--- config.mk ---
export PLATFORM = sky130hd
export DESIGN_NAME = cos_irq_ctrl
export DESIGN_NICKNAME = d
export VERILOG_FILES = /design/src/rtl/cos_irq_pkg.sv /design/src/rtl/cos_rst_sync.sv /design/src/rtl/cos_sync_stage.sv /design/src/rtl/cos_group_detect.sv /design/src/rtl/cos_edge_detect.sv /design/src/rtl/cos_irq_regs.sv /design/src/rtl/cos_irq_ctrl.sv
export SDC_FILE = /design/constraint.sdc
export NUM_CORES = 1
export LEC_CHECK = 0
export BUFFER_PORTS_ARGS = -buffer_cell sky130_fd_sc_hd__buf_2
export CAP_MARGIN = 20
export CORE_ASPECT_RATIO = 0.9
export CORE_MARGIN = 5
export CORE_UTILIZATION = 47
export CTS_CLUSTER_DIAMETER = 200
export DETAILED_ROUTE_END_ITERATION = 8
export GPL_ROUTABILITY_DRIVEN = 0
export GPL_TIMING_DRIVEN = 1
export PLACE_DENSITY = 0.72
export RECOVER_POWER = 100
export SETUP_SLACK_MARGIN = 0.15
export SLEW_MARGIN = 30
export SYNTH_ARGS = -nofsm -noshare
export SYNTH_HDL_FRONTEND = slang
export SYNTH_SLANG_ARGS = --single-unit
--- constraint.sdc ---
create_clock -name clk -period 1.9 [get_ports clk]
set_input_delay 0.38 -clock clk [delete_from_list [all_inputs] [get_ports clk]]
set_output_delay 0.38 -clock clk [all_outputs]
set_load 0.03 [all_outputs]
--- src/rtl/cos_irq_pkg.sv ---
package cos_irq_pkg;
  localparam int REG_W = 8;

  typedef enum logic {
    SEL_ENABLE = 1'b0,
    SEL_STATUS = 1'b1
  } reg_sel_e;
endpackage

--- src/rtl/cos_rst_sync.sv ---
module cos_rst_sync (
  input  logic clk,
  input  logic rst_n,
  output logic rst_sync_n
);
  logic [1:0] stage_q;

  always_ff @(posedge clk or negedge rst_n) begin
    if (!rst_n) stage_q <= 2'b00;
    else        stage_q <= {stage_q[0], 1'b1};
  end

  assign rst_sync_n = stage_q[1];
endmodule

--- src/rtl/cos_sync_stage.sv ---
// Two-flop synchronizer followed by one history register.
module cos_sync_stage #(
  parameter int W = 16
) (
  input  logic         clk,
  input  logic         rst_ni,
  input  logic [W-1:0] async_in,
  output logic [W-1:0] cur,
  output logic [W-1:0] prev
);
  logic [W-1:0] meta_q, cur_q, prev_q;

  always_ff @(posedge clk or negedge rst_ni) begin
    if (!rst_ni) begin
      meta_q <= '0;
      cur_q  <= '0;
      prev_q <= '0;
    end else begin
      meta_q <= async_in;
      cur_q  <= meta_q;
      prev_q <= cur_q;
    end
  end

  assign cur  = cur_q;
  assign prev = prev_q;
endmodule

--- src/rtl/cos_group_detect.sv ---
// One change flag per group of GROUP_W bits.
module cos_group_detect #(
  parameter int DATA_W  = 16,
  parameter int GROUP_W = 8,
  localparam int NGRP   = DATA_W / GROUP_W
) (
  input  logic [DATA_W-1:0] cur,
  input  logic [DATA_W-1:0] prev,
  output logic [NGRP-1:0]   evt
);
  for (genvar g = 0; g < NGRP; g++) begin : g_grp
    assign evt[g] = |(cur[g*GROUP_W +: GROUP_W] ^ prev[g*GROUP_W +: GROUP_W]);
  end
endmodule

--- src/rtl/cos_edge_detect.sv ---
// Per-channel edge detector with selectable edge.
module cos_edge_detect #(
  parameter int N = 3
) (
  input  logic [N-1:0] cur,
  input  logic [N-1:0] prev,
  input  logic [N-1:0] pol,
  output logic [N-1:0] evt
);
  for (genvar k = 0; k < N; k++) begin : g_ch
    logic rise, fall;
    assign rise   = cur[k] & ~prev[k];
    assign fall   = ~cur[k] & prev[k];
    assign evt[k] = pol[k] ? rise : fall;
  end
endmodule

--- src/rtl/cos_irq_regs.sv ---
module cos_irq_regs
  import cos_irq_pkg::*;
#(
  parameter int NSRC = 5
) (
  input  logic             clk,
  input  logic             rst_ni,
  input  logic             bus_we,
  input  logic             bus_addr,
  input  logic [REG_W-1:0] bus_wdata,
  input  logic [NSRC-1:0]  src_evt,
  output logic [NSRC-1:0]  en_q,
  output logic [NSRC-1:0]  pend_q,
  output logic [REG_W-1:0] bus_rdata,
  output logic             irq
);
  localparam int PAD_W = REG_W - NSRC;

  logic            en_load;
  logic [NSRC-1:0] en_d, pend_d;
  logic            wdata_unused;

  assign wdata_unused = ^bus_wdata[REG_W-1:NSRC];

  always_comb begin
    en_load = bus_we && (bus_addr == SEL_ENABLE);
    en_d    = en_load ? bus_wdata[NSRC-1:0] : en_q;
    pend_d  = en_q & (pend_q | src_evt);
  end

  always_ff @(posedge clk or negedge rst_ni) begin
    if (!rst_ni) begin
      en_q   <= '0;
      pend_q <= '0;
    end else begin
      en_q   <= en_d;
      pend_q <= pend_d;
    end
  end

  always_comb begin
    if (bus_addr == SEL_STATUS) bus_rdata = {{PAD_W{1'b0}}, pend_q};
    else                        bus_rdata = {{PAD_W{1'b0}}, en_q};
  end

  assign irq = |(pend_q & en_q);
endmodule

--- src/rtl/cos_irq_ctrl.sv ---
module cos_irq_ctrl
  import cos_irq_pkg::*;
#(
  parameter int DATA_W  = 16,
  parameter int GROUP_W = 8,
  parameter int NUM_CTR = 3
) (
  input  logic               clk,
  input  logic               rst_n,
  input  logic [DATA_W-1:0]  din,
  input  logic [NUM_CTR-1:0] ctr_out,
  input  logic [NUM_CTR-1:0] ctr_pol,
  input  logic               bus_we,
  input  logic               bus_addr,
  input  logic [REG_W-1:0]   bus_wdata,
  output logic [REG_W-1:0]   bus_rdata,
  output logic               irq
);
  localparam int NUM_GRP = DATA_W / GROUP_W;
  localparam int NUM_SRC = NUM_GRP + NUM_CTR;

  logic                rst_int_n;
  logic [DATA_W-1:0]   d_cur, d_prev;
  logic [NUM_CTR-1:0]  c_cur, c_prev;
  logic [NUM_GRP-1:0]  grp_evt;
  logic [NUM_CTR-1:0]  ctr_evt;
  logic [NUM_SRC-1:0]  src_evt, en_q, pend_q;

  cos_rst_sync u_rst (.clk(clk), .rst_n(rst_n), .rst_sync_n(rst_int_n));

  cos_sync_stage #(.W(DATA_W)) u_dsync (
    .clk(clk), .rst_ni(rst_int_n), .async_in(din), .cur(d_cur), .prev(d_prev));

  cos_sync_stage #(.W(NUM_CTR)) u_csync (
    .clk(clk), .rst_ni(rst_int_n), .async_in(ctr_out), .cur(c_cur), .prev(c_prev));

  cos_group_detect #(.DATA_W(DATA_W), .GROUP_W(GROUP_W)) u_grp (
    .cur(d_cur), .prev(d_prev), .evt(grp_evt));

  cos_edge_detect #(.N(NUM_CTR)) u_edge (
    .cur(c_cur), .prev(c_prev), .pol(ctr_pol), .evt(ctr_evt));

  assign src_evt = {ctr_evt, grp_evt};

  cos_irq_regs #(.NSRC(NUM_SRC)) u_regs (
    .clk(clk), .rst_ni(rst_int_n), .bus_we(bus_we), .bus_addr(bus_addr),
    .bus_wdata(bus_wdata), .src_evt(src_evt), .en_q(en_q), .pend_q(pend_q),
    .bus_rdata(bus_rdata), .irq(irq));
endmodule

==> results.cfg <==
[setup_path]
setup.worst_path.class = flop to output port
setup.worst_path.start_class = flop
slowest_stage = sky130_fd_sc_hd__dfrtp_1
crit_arrival_ns = 1.33
crit_required_ns = 1.52
cpPeakStageDelay_ns = 0.39
setup.worst_path.end_class = output port
worst-path-max-fanout = 3
worstPathCellList = a222oi_1, nand2_1, buf_2

[synthesis]
synth_area_mm2 = 0.00217
synthAdderAreaFrac_pct = 0
ys_seq_elements = 69
simple_gate_area_share_of_the_yosys_netlist_pct = 3.98
yosys.area_share.xor_xnor_pct = 6.47
synth_top_family_by_area = XOR/XNOR gates
post_synth_num_cell_types = 19
synth_compound_area_share_pct = 3.06
synth.mux.area_fraction_pct = 5.20
synth_seq_area_share_pct = 79.7
netlist_instances = 122
syn_area_per_cell_um2 = 17.8
yosysWarningCount = 0

[global_route]
global_route_wire_length_before_repair_um = 5150
global_route.overflow_total = 0
grt_antenna_before_repair = 0
global_route.usage.total_pct = 11.7
grt_start_max_net_pins = 43
grt_pass1_vias = 1175

[routing]
drtPass1Iterations = 4
routed-wl-met2_um = 1440
drtIter0Drc = 24
drt_wl_total_um = 2950
num_vias = 1060
route.layer.met1.wl_um = 1230
antenna_left = 0
remaining_drc_errors = 0
highest_layer = met3
met3_wirelength_um = 274
route.detailed.wl_per_inst_um = 12.3
post_drt_via_cell_ratio = 4.42

[pwr]
pwr_density_cell_mw_per_mm2 = 1080
static-leakage-power_nw = 1.18
total_power_mw = 2.83
ir_drop_mv = 0.596

[timing]
fin_setup_tns_ns = 0
fin_skew_ns = 0.00518
fmax_mhz = 586
final_cycle_utilization_of_the_critical_path_pct = 89.8
final_max_slew_viol_count = 0
actual_slew_at_the_worst_max_slew_pin_ns = 1.01
slew_headroom_pct = 32.4
grt_setup_unrepaired = yes
timing.final.crit_period_ns = 1.71
timing.final.setup_violations = 0
timing_hold_violations_final = 0

[die]
die_area_mm2 = 0.00607
starting_utilization_of_the_core_area_pct = 48.6
design.portCount = 43
chipHeight_um = 74.4
core.rowCount = 23
die_width_um = 81.6
placeableCoreArea_mm2 = 0.00446

[worst_hold_path]
hold_class = input port to flop

[cts]
max-clock-path-buffers = 2
cts_max_level = 3
clock_insertion_delay_worst_skew_ns = 0.32
cts_tree = done
cts.sink_count = 69
root_buffer_cell = sky130_fd_sc_hd__clkbuf_8
worst_setup_hold_path_clk_slew_ns = 0.06
numCtsBuffers = 9

[job]
max_cap_violations = 0

[final_layout]
final_layout_size_suffix_gt1_share_pct = 28.7
final_cell_mix = sky130_fd_sc_hd__dfrtp_1, sky130_fd_sc_hd__buf_2, sky130_fd_sc_hd__xnor2_1
relative_area_change_from_synthesis_to_final_layout_pct = 20.3
design.final.nets = 207
antenna-diode-count = 0
instances_no_fill = 240
fin_area_mm2 = 0.00261
layout_commonest_cell = sky130_fd_sc_hd__dfrtp_1

[placement]
postPlaceCellArea_mm2 = 0.00243
dp.final_hpwl_um = 2130
port_buffers = 36
place.detailed.instances = 219

[status]
outcome = finished clean
repair_timing:
| item | 4_1_cts | 5_1_grt |
|---|---|---|
| endpoints found under the setup margin | 1 | 1 |
| pin swaps | 1 | 1 |
| gates resized for setup | 1 | 1 |
| endpoints found under the hold margin | 2 | 0 |
| setup buffers | 1 | 3 |
| hold buffers | 1 | 0 |
stage by stage:
stage | utilization, % | setup slack [ns] | hold slack, ns
3_5_place_dp | 54.4 | 0.425 | 0.170
6_report | 58.5 | 0.194 | 0.161
2_1_floorplan | - | 0.552 | 0.0844
3_3_place_gp | 54.4 | 0.450 | 0.166
4_1_cts | 58.5 | 0.153 | 0.141
5_1_grt | 58.5 | 0.0680 | 0.130
worst paths after layout:
kind / start / to / slack, ns / depth (start not counted)
worst max-delay path: u_regs.en_q[2] / irq / 0.19 / 3
worst min-delay path: din[14] / u_dsync.meta_q[14] / 0.16 / 1
worst min register to register: u_csync.meta_q[0] / u_csync.cur[0] / 0.35 / 0
min in group asynchronous: rst_n / u_rst.stage_q[1] / 0.37 / 2
worst max register to register: u_rst.stage_q[1] / u_dsync.prev[6] / 0.74 / 1
max in group asynchronous: u_rst.stage_q[1] / u_dsync.prev[6] / 0.74 / 1
power breakdown:
part | internal (mW) | switching (mW)
logic | 0.117 | 0.131
clock network | 0.507 | 0.445
registers | 1.56 | 0.0648
area by class of cell:
cell class,count,area (µm²)
flip-flops and latches,69,1730
clock inverters,2,10.0
repair buffers,42,228
clock buffers,14,153
fillers,366,1850
well taps,62,77.6
multi-input cells,51,413
sequential cells by signal, summed over array words and instances, names as in the netlist:
| register | cells |
|---|---|
| u_csync.cur | 3 |
| u_csync.meta_q | 3 |
| u_csync.prev | 3 |
| u_dsync.cur | 16 |
| u_dsync.meta_q | 16 |
| u_dsync.prev | 16 |
| u_regs.en_q | 5 |
| u_regs.pend_q | 5 |
| u_rst.stage_q | 2 |
cells by family after synthesis:
| family | count (synthesis) |
|---|---|
| and+or+nand+nor | 14 |
| xor gates and xnor gates | 16 |
| AOI/OAI and AO/OA | 7 |
| DFF | 69 |
| muxes | 10 |
| other | 2 |
| buffers and inverters | 4 |
metal layers:
layer,global-route usage (%),up-vias
li1,-,508
met1,13.8,513
met2,18.0,39
met3,5.93,0
met4,5.54,0
met5,0,-
synth_stat cells:
master	count	area [µm²]
sky130_fd_sc_hd__o31a_1	3	26.3
sky130_fd_sc_hd__buf_2	1	5.00
sky130_fd_sc_hd__o41a_1	2	22.5
sky130_fd_sc_hd__mux2_2	6	67.6
sky130_fd_sc_hd__nand4_1	2	12.5
sky130_fd_sc_hd__nand3_1	2	10.0
sky130_fd_sc_hd__a22oi_1	1	7.51
sky130_fd_sc_hd__xor2_1	2	17.5
sky130_fd_sc_hd__and3b_1	1	8.76
sky130_fd_sc_hd__conb_1	2	7.51
sky130_fd_sc_hd__nor2_1	2	7.51
sky130_fd_sc_hd__mux2_1	4	45.0
sky130_fd_sc_hd__nand2_1	3	11.3
sky130_fd_sc_hd__nor2b_4	1	13.8
sky130_fd_sc_hd__xnor2_1	14	123
sky130_fd_sc_hd__a222oi_1	1	10.0
sky130_fd_sc_hd__dfrtp_1	69	1730
sky130_fd_sc_hd__buf_4	3	22.5
sky130_fd_sc_hd__nor3b_1	3	22.5
worst max-delay path, delay by kind of cell, from the launching register on:
family	cells	cell delay, ns
compound gates	1	0.36
buf+inv	1	0.19
simple gates	1	0.07
flops	1	0.39
Note: power is estimated with default switching activity, not from simulation.
